### src/rtl/timer_bank_pkg.sv
package timer_bank_pkg;
   localparam int NUM_TMR = 8;
   localparam int FLD_W   = 4;
   localparam int CTL_W   = NUM_TMR * FLD_W;
   localparam int IDX_W   = $clog2(NUM_TMR);

   typedef enum logic [1:0] {
      W_COUNT   = 2'd0,
      W_RELOAD  = 2'd1,
      W_MATCH_A = 2'd2,
      W_MATCH_B = 2'd3
   } word_e;

   typedef struct packed {
      logic             hit_tmr;
      logic             hit_ctl1;
      logic             hit_ctl2;
      logic [IDX_W-1:0] idx;
      word_e            word;
   } dec_t;
endpackage

### src/rtl/timer_bank_dec.sv
module timer_bank_dec
   import timer_bank_pkg::*;
#(
   parameter int ADDR_W = 12
) (
   input  logic [ADDR_W-1:0] addr,
   output dec_t              dec
);
   localparam logic [7:0] CTL1_OFF = 8'h30;
   localparam logic [7:0] CTL2_OFF = 8'h34;
   localparam logic [7:0] LOW_END  = 8'h30;
   localparam logic [7:0] HIGH_BEG = 8'h40;
   localparam logic [7:0] HIGH_END = 8'h8C;

   if (ADDR_W < 9) begin : g_bad_addr
      $error("timer_bank_dec: ADDR_W must be at least 9");
   end

   logic [7:0] off;
   logic       upper_set;
   logic       aligned;

   assign off       = addr[7:0];
   assign upper_set = |addr[ADDR_W-1:8];
   assign aligned   = (addr[1:0] == 2'b00);

   always_comb begin
      dec = '0;
      if (!upper_set && aligned) begin
         if (off < LOW_END) begin
            dec.hit_tmr = 1'b1;
            dec.idx     = IDX_W'(off[7:4]);
            dec.word    = word_e'(off[3:2]);
         end else if (off == CTL1_OFF) begin
            dec.hit_ctl1 = 1'b1;
         end else if (off == CTL2_OFF) begin
            dec.hit_ctl2 = 1'b1;
         end else if (off >= HIGH_BEG && off <= HIGH_END) begin
            dec.hit_tmr = 1'b1;
            dec.idx     = IDX_W'(off[7:4] - 4'd1);
            dec.word    = word_e'(off[3:2]);
         end
      end
   end
endmodule

### src/rtl/timer_bank_ctrl.sv
module timer_bank_ctrl
   import timer_bank_pkg::*;
#(
   parameter int FIRST_PULSE = 4
) (
   input  logic               clk,
   input  logic               rst_n,
   input  logic               wr_ctl1,
   input  logic               wr_ctl2,
   input  logic [31:0]        wdata,
   output logic [CTL_W-1:0]   ctl1,
   output logic [31:0]        ctl2,
   output logic [NUM_TMR-1:0] en_fall,
   output logic               cfg_err
);
   if (FIRST_PULSE < 0 || FIRST_PULSE > NUM_TMR) begin : g_bad_fp
      $error("timer_bank_ctrl: FIRST_PULSE out of range");
   end

   logic [NUM_TMR-1:0] bad_pulse;

   for (genvar i = 0; i < NUM_TMR; i++) begin : g_fld
      assign en_fall[i] = wr_ctl1 & ctl1[FLD_W*i] & ~wdata[FLD_W*i];
      if (i < FIRST_PULSE) begin : g_nopulse
         assign bad_pulse[i] = wdata[FLD_W*i + 3];
      end else begin : g_pulse_ok
         assign bad_pulse[i] = 1'b0;
      end
   end

   always_ff @(posedge clk) begin
      if (!rst_n) begin
         ctl1    <= '0;
         ctl2    <= '0;
         cfg_err <= 1'b0;
      end else begin
         if (wr_ctl1) ctl1 <= wdata[CTL_W-1:0];
         if (wr_ctl2) ctl2 <= wdata;
         cfg_err <= wr_ctl1 & (|bad_pulse);
      end
   end

   assert_err_after_write_R12: assert property (@(posedge clk) disable iff (!rst_n)
      cfg_err |-> $past(wr_ctl1))
      else $error("cfg_err without a control write");

   assert_ctl_written_R4: assert property (@(posedge clk) disable iff (!rst_n)
      wr_ctl1 |=> ctl1 == $past(wdata[CTL_W-1:0]))
      else $error("control word not captured");
endmodule

### src/rtl/timer_bank_chan.sv
module timer_bank_chan #(
   parameter int CNT_W = 32
) (
   input  logic             clk,
   input  logic             rst_n,
   input  logic             en,
   input  logic             slow_sel,
   input  logic             ovf_ie,
   input  logic             en_fall,
   input  logic             cnt_we,
   input  logic             rld_we,
   input  logic             ma_we,
   input  logic             mb_we,
   input  logic [CNT_W-1:0] wd,
   input  logic             slow_tick,
   input  logic             fast_tick,
   output logic [CNT_W-1:0] cnt,
   output logic [CNT_W-1:0] rld,
   output logic [CNT_W-1:0] mat_a,
   output logic [CNT_W-1:0] mat_b,
   output logic             irq
);
   logic tick;
   logic at_zero;
   logic expire;
   logic irq_ok;

   assign tick    = slow_sel ? slow_tick : fast_tick;
   assign at_zero = (cnt == '0);
   assign expire  = en & ~en_fall & ~cnt_we & tick & at_zero;
   assign irq_ok  = ovf_ie | (mat_a == '0) | (mat_b == '0);

   always_ff @(posedge clk) begin
      if (!rst_n) begin
         cnt   <= '0;
         rld   <= '0;
         mat_a <= '0;
         mat_b <= '0;
         irq   <= 1'b0;
      end else begin
         if (rld_we) rld   <= wd;
         if (ma_we)  mat_a <= wd;
         if (mb_we)  mat_b <= wd;
         irq <= expire & irq_ok;
         if (en_fall) begin
            cnt <= rld;
         end else if (en) begin
            if (cnt_we)      cnt <= wd;
            else if (tick)   cnt <= at_zero ? rld : cnt - 1'b1;
         end else if (rld_we) begin
            cnt <= wd;
         end
      end
   end

   assert_disable_reloads_R8: assert property (@(posedge clk) disable iff (!rst_n)
      en_fall |=> cnt == $past(rld))
      else $error("disable did not reload count");

   assert_idle_holds_R9: assert property (@(posedge clk) disable iff (!rst_n)
      (!en && !rld_we) |=> $stable(cnt))
      else $error("stopped channel changed count");

   assert_step_one_R5: assert property (@(posedge clk) disable iff (!rst_n)
      (en && !en_fall && !cnt_we && tick && cnt != '0) |=> cnt == $past(cnt) - 1'b1)
      else $error("count did not step by one");

   assert_irq_with_reload_R6: assert property (@(posedge clk) disable iff (!rst_n)
      irq |-> cnt == $past(rld))
      else $error("interrupt without reload");
endmodule

### src/rtl/timer_bank.sv
module timer_bank
   import timer_bank_pkg::*;
#(
   parameter int ADDR_W      = 12,
   parameter int CNT_W       = 32,
   parameter int FIRST_PULSE = 4
) (
   input  logic               clk,
   input  logic               rst_n,
   input  logic               bus_sel,
   input  logic               bus_wr,
   input  logic [ADDR_W-1:0]  bus_addr,
   input  logic [31:0]        bus_wdata,
   output logic [31:0]        bus_rdata,
   input  logic               slow_tick,
   input  logic               fast_tick,
   output logic [NUM_TMR-1:0] irq,
   output logic               cfg_err
);
   if (CNT_W < 1 || CNT_W > 32) begin : g_bad_cnt
      $error("timer_bank: CNT_W must be 1..32");
   end

   dec_t               dec;
   logic               wr_any;
   logic               rd_any;
   logic [CTL_W-1:0]   ctl1;
   logic [31:0]        ctl2;
   logic [NUM_TMR-1:0] en_fall;
   logic [31:0]        rd_val;
   logic [CNT_W-1:0]   cnt_a [NUM_TMR];
   logic [CNT_W-1:0]   rld_a [NUM_TMR];
   logic [CNT_W-1:0]   ma_a  [NUM_TMR];
   logic [CNT_W-1:0]   mb_a  [NUM_TMR];

   assign wr_any = bus_sel &  bus_wr;
   assign rd_any = bus_sel & ~bus_wr;

   timer_bank_dec #(.ADDR_W(ADDR_W)) u_dec (
      .addr (bus_addr),
      .dec  (dec)
   );

   timer_bank_ctrl #(.FIRST_PULSE(FIRST_PULSE)) u_ctrl (
      .clk     (clk),
      .rst_n   (rst_n),
      .wr_ctl1 (wr_any & dec.hit_ctl1),
      .wr_ctl2 (wr_any & dec.hit_ctl2),
      .wdata   (bus_wdata),
      .ctl1    (ctl1),
      .ctl2    (ctl2),
      .en_fall (en_fall),
      .cfg_err (cfg_err)
   );

   for (genvar i = 0; i < NUM_TMR; i++) begin : g_ch
      logic sel_me;
      assign sel_me = wr_any & dec.hit_tmr & (dec.idx == IDX_W'(i));

      timer_bank_chan #(.CNT_W(CNT_W)) u_ch (
         .clk       (clk),
         .rst_n     (rst_n),
         .en        (ctl1[FLD_W*i]),
         .slow_sel  (ctl1[FLD_W*i + 1]),
         .ovf_ie    (ctl1[FLD_W*i + 2]),
         .en_fall   (en_fall[i]),
         .cnt_we    (sel_me & (dec.word == W_COUNT)),
         .rld_we    (sel_me & (dec.word == W_RELOAD)),
         .ma_we     (sel_me & (dec.word == W_MATCH_A)),
         .mb_we     (sel_me & (dec.word == W_MATCH_B)),
         .wd        (bus_wdata[CNT_W-1:0]),
         .slow_tick (slow_tick),
         .fast_tick (fast_tick),
         .cnt       (cnt_a[i]),
         .rld       (rld_a[i]),
         .mat_a     (ma_a[i]),
         .mat_b     (mb_a[i]),
         .irq       (irq[i])
      );
   end

   always_comb begin
      rd_val = '0;
      if (dec.hit_ctl1) begin
         rd_val = 32'(ctl1);
      end else if (dec.hit_ctl2) begin
         rd_val = ctl2;
      end else if (dec.hit_tmr) begin
         unique case (dec.word)
            W_COUNT:   rd_val = 32'(cnt_a[dec.idx]);
            W_RELOAD:  rd_val = 32'(rld_a[dec.idx]);
            W_MATCH_A: rd_val = 32'(ma_a[dec.idx]);
            W_MATCH_B: rd_val = 32'(mb_a[dec.idx]);
         endcase
      end
   end

   always_ff @(posedge clk) begin
      if (!rst_n)      bus_rdata <= '0;
      else if (rd_any) bus_rdata <= rd_val;
   end

   assert_unmapped_reads_zero_R3: assert property (@(posedge clk) disable iff (!rst_n)
      (rd_any && !dec.hit_tmr && !dec.hit_ctl1 && !dec.hit_ctl2) |=> bus_rdata == '0)
      else $error("unmapped read returned data");

   assert_one_target_R2: assert property (@(posedge clk) disable iff (!rst_n)
      $onehot0({dec.hit_tmr, dec.hit_ctl1, dec.hit_ctl2}))
      else $error("address decoded to two targets");
endmodule

### config.mk
export PLATFORM = sky130hd
export DESIGN_NAME = timer_bank
export DESIGN_NICKNAME = d
export VERILOG_FILES = /design/src/rtl/timer_bank_pkg.sv /design/src/rtl/timer_bank_dec.sv /design/src/rtl/timer_bank_ctrl.sv /design/src/rtl/timer_bank_chan.sv /design/src/rtl/timer_bank.sv
export SDC_FILE = /design/constraint.sdc
export NUM_CORES = 2
export LEC_CHECK = 0
export CAP_MARGIN = 15
export CORE_MARGIN = 5
export CORE_UTILIZATION = 23
export CTS_BUF_LIST = sky130_fd_sc_hd__clkbuf_8
export DETAILED_ROUTE_END_ITERATION = 6
export DONT_BUFFER_PORTS = 1
export PLACE_DENSITY = 0.38
export SYNTH_ARGS = -nofsm -noshare
export SYNTH_HDL_FRONTEND = slang
export SYNTH_HIERARCHICAL = 1
export SYNTH_SLANG_ARGS = --single-unit
### constraint.sdc
create_clock -name clk -period 15.1 [get_ports clk]
set_input_delay 3.775 -clock clk [delete_from_list [all_inputs] [get_ports clk]]
set_output_delay 3.775 -clock clk [all_outputs]
set_load 0.005 [all_outputs]
==> impl_metrics.json <==
{
  "synth_area_per_cell_um2": 8.740,
  "synthTopCellsByArea": "dfxtp_1, mux2i_1, nor2_1, mux4_2, a21oi_1",
  "nNetsFinal": 7107,
  "path_class": "input port to flop",
  "cp_max_fo": 47,
  "drv_slew": 0,
  "placed_area_um2": 67000,
  "syn_nets": 7389,
  "cp-end-kind": "flop",
  "grt_start_max_net_pins": 240,
  "antenna_found_initial": 31,
  "numPortBuffers": 0,
  "synth_cell_type_count": 89,
  "setup_ws_ns": 6.566,
  "ir_worst_vdd_v": 0.00006404,
  "crit_chain": "nor4_4 -> nand2_2 -> o32ai_4 -> buf_4 -> buf_4 -> nand3_1 -> nor2_4 -> buf_4 -> nor2_1 -> a21oi_4 -> buf_4 -> nand2b_1 -> a221oi_1 -> o21ai_0 -> o21ai_0",
  "grt_pass1_wl_mm": 480.1,
  "ys_warn_count": 6,
  "ant_nets": 0,
  "core_area_um2": 276700,
  "cts.reportedPaths.clkPinSlew_ns": 0.07,
  "grtUsageTotal_pct": 23.32,
  "required_ns": 15.99,
  "rsz0062_at_grt": "false",
  "tightest_slew_ns": 1.411,
  "setup_tns_ns": 0,
  "final_cells": 10938,
  "critPathLaunchType": "input port",
  "crit_top_cell": "buf_4",
  "drt-initial-drc-count": 6871,
  "grt_pass1_vias": 56418,
  "syn_inst": 7320,
  "path_delay_family": "buffers and inverters",
  "hold_path_class": "flop to flop",
  "clock_latency_ns": 1.05,
  "cts_buffers": 219,
  "totalWireLength_mm": 351.1,
  "post_cts_resized": 0,
  "die-area_um2": 288800,
  "drive_above_1_share_pct": 11.07,
  "io_pins": 91,
  "h-tree-depth": 4,
  "ys_dominant_reg_cell": "dfxtp_1",
  "period_share_pct": 56.52,
  "cts.sinks": 1129,
  "dp_slack_ns": 5.503,
  "tritoncts": "built",
  "ctsHoldBuffers": 0,
  "num_vias": 60529,
  "arrival_ns": 9.43,
  "fin_skew_ns": 0.07388,
  "gp_congestion": 0.9294,
  "worst_path_largest_cell_delay_ns": 0.80,
  "crit_buf_inv": 4,
  "drc_errors": 0,
  "synth_edf_count": 0,
  "ys_ff_latch": 1129,
  "drtPass1Iterations": 7,
  "dpl.cell_count": 10522,
  "cts_setup_buffers": 0,
  "wl_per_cell_um": 32.10,
  "report.final.hold_viol_count": 0,
  "crit_slowest_cell": "buf_4",
  "rows": 193,
  "status": "finished, final reports clean",
  "setup_violations": 0,
  "die_h_um": 537.4,
  "design_area_um2": 71580,
  "hpwl_mm": 236.1,
  "finalPower_mw": 6.317,
  "start_util_pct": 23.12,
  "synthArstFlopShare_pct": 0,
  "cts_root_buf": "clkbuf_8",
  "yosysSeqAreaShare_pct": 35.33,
  "area_growth_pct": 11.89,
  "p_leak_nw": 22.49,
  "fin_util_pct": 25.87,
  "netlist.area_leader.share_pct": 35.33,
  "hold_ws_ns": 0.4953,
  "slew_headroom_pct": 5.939,
  "layout_min_cycle_time_ns": 8.534,
  "synth_top_area_cell": "dfxtp_1",
  "grt_remaining_overflow": 0,
  "die_w_um": 537.4,
  "routed_via_density": 5.534,
  "synthesis.area_um2": 63980,
  "timing.fmax_mhz": 117.2,
  "timing.max_cap.violations": 0,
  "cts_buffer_depth": 3,
  "powerDensity_nw_per_um2": 88.25
}
## per-layer routing
layer	GRT usage [%]	wire (µm)	up-vias
met4	12.54	21720	18
li1	-	-	26377
met5	0	303	-
met1	30.58	147700	30374
met2	36.16	155500	3088
met3	4.494	25910	672
## cell type report
| class | instances | area (µm²) |
|---|---|---|
| flip-flops and latches | 1129 | 22600 |
| repair buffers | 109 | 830.8 |
| multi-input cells | 5517 | 38680 |
| diodes | 13 | 32.53 |
| clock inverters | 119 | 638.1 |
| inverters | 62 | 252.7 |
| well taps | 3705 | 4636 |
| clock buffers | 284 | 3909 |
| fillers | 29932 | 205200 |
## synthesized netlist by cell type, types with 85 or more instances
master and instances:
a21oi_1 463, mux2i_1 931, mux4_2 197, nand3_1 245, dfxtp_1 1129, nand2_1 399
nor3_1 134, buf_1 85, o22ai_1 107, xnor2_1 112, nor4_1 194, clkbuf_1 399
o211ai_1 86, o21ai_0 212, nor2_1 1274
## registers in the layout, summed over array words and instances (netlist names)
name,count
g_ch.u_ch/irq,8
g_ch.u_ch/rld,256
g_ch.u_ch/mat_b,256
g_ch.u_ch/cnt,256
g_ch.u_ch/mat_a,256
u_ctrl/cfg_err,1
u_ctrl/ctl2,32
u_ctrl/ctl1,32
bus_rdata,32
## layout by cell type (no fill, tap or decap), types with 32 or more instances in the layout
master,instances
a22oi_1,53
mux2i_1,931
nor2b_1,79
nand4_1,82
nor3_1,134
a211oi_1,65
inv_1,132
a21oi_1,454
nand2b_1,62
o22ai_1,107
o32ai_1,32
nor2_1,1241
clkbuf_8,284
nor4_1,194
o211ai_1,86
a221oi_1,46
nand3_1,245
o21ai_0,212
xnor2_1,112
dfxtp_1,1129
xor2_1,48
a21o_1,33
or4_1,41
buf_4,108
a31oi_1,48
o2bb2ai_1,37
and3_1,43
nor2_4,32
nand2_1,398
mux4_2,197
## power breakdown
group | switching, mW | internal [mW] | total, mW
Combinational | 0.0780 | 0.0214 | 0.0995
Clock | 1.52 | 1.72 | 3.24
Sequential | 0.000118 | 2.98 | 2.98
## tightest hold or removal path: cells and delay by family, from the launching register on
kind / cells / cell delay (ns)
simple gates: 1 / 0.07
compound gates: 1 / 0.07
flops: 1 / 0.34
## final timing paths
| kind | from | to | slack (ns) | depth (start not counted) |
|---|---|---|---|---|
| max | bus_addr[9] | g_ch[3].u_ch/cnt[23]$_SDFFE_PN0P_ | 6.57 | 15 |
| min | g_ch[6].u_ch/rld[1]$_SDFFE_PN0P_ | g_ch[6].u_ch/cnt[1]$_SDFFE_PN0P_ | 0.50 | 2 |
| max reg2reg | g_ch[1].u_ch/cnt[0]$_SDFFE_PN0P_ | g_ch[1].u_ch/cnt[27]$_SDFFE_PN0P_ | 11.56 | 8 |
| min reg2reg | g_ch[6].u_ch/rld[1]$_SDFFE_PN0P_ | g_ch[6].u_ch/cnt[1]$_SDFFE_PN0P_ | 0.50 | 2 |
## kinds of logic (layout without fill, tap and decap cells)
| kind of cell | count (synthesis) | count (layout) | synth area share (%) |
|---|---|---|---|
| flip-flops | 1129 | 1129 | 35.33 |
| adder cells (fa/ha/maj) | 19 | 19 | 0.3716 |
| buffers and inverters | 674 | 574 | 4.880 |
| other | 0 | 13 | 0 |
| XOR/XNOR | 160 | 160 | 2.190 |
| AO/OA/AOI/OAI | 1434 | 1434 | 14.53 |
| multiplexers | 1159 | 1159 | 22.06 |
| AND/OR/NAND/NOR | 2745 | 2745 | 20.64 |
(Power assumes the default switching activity.)
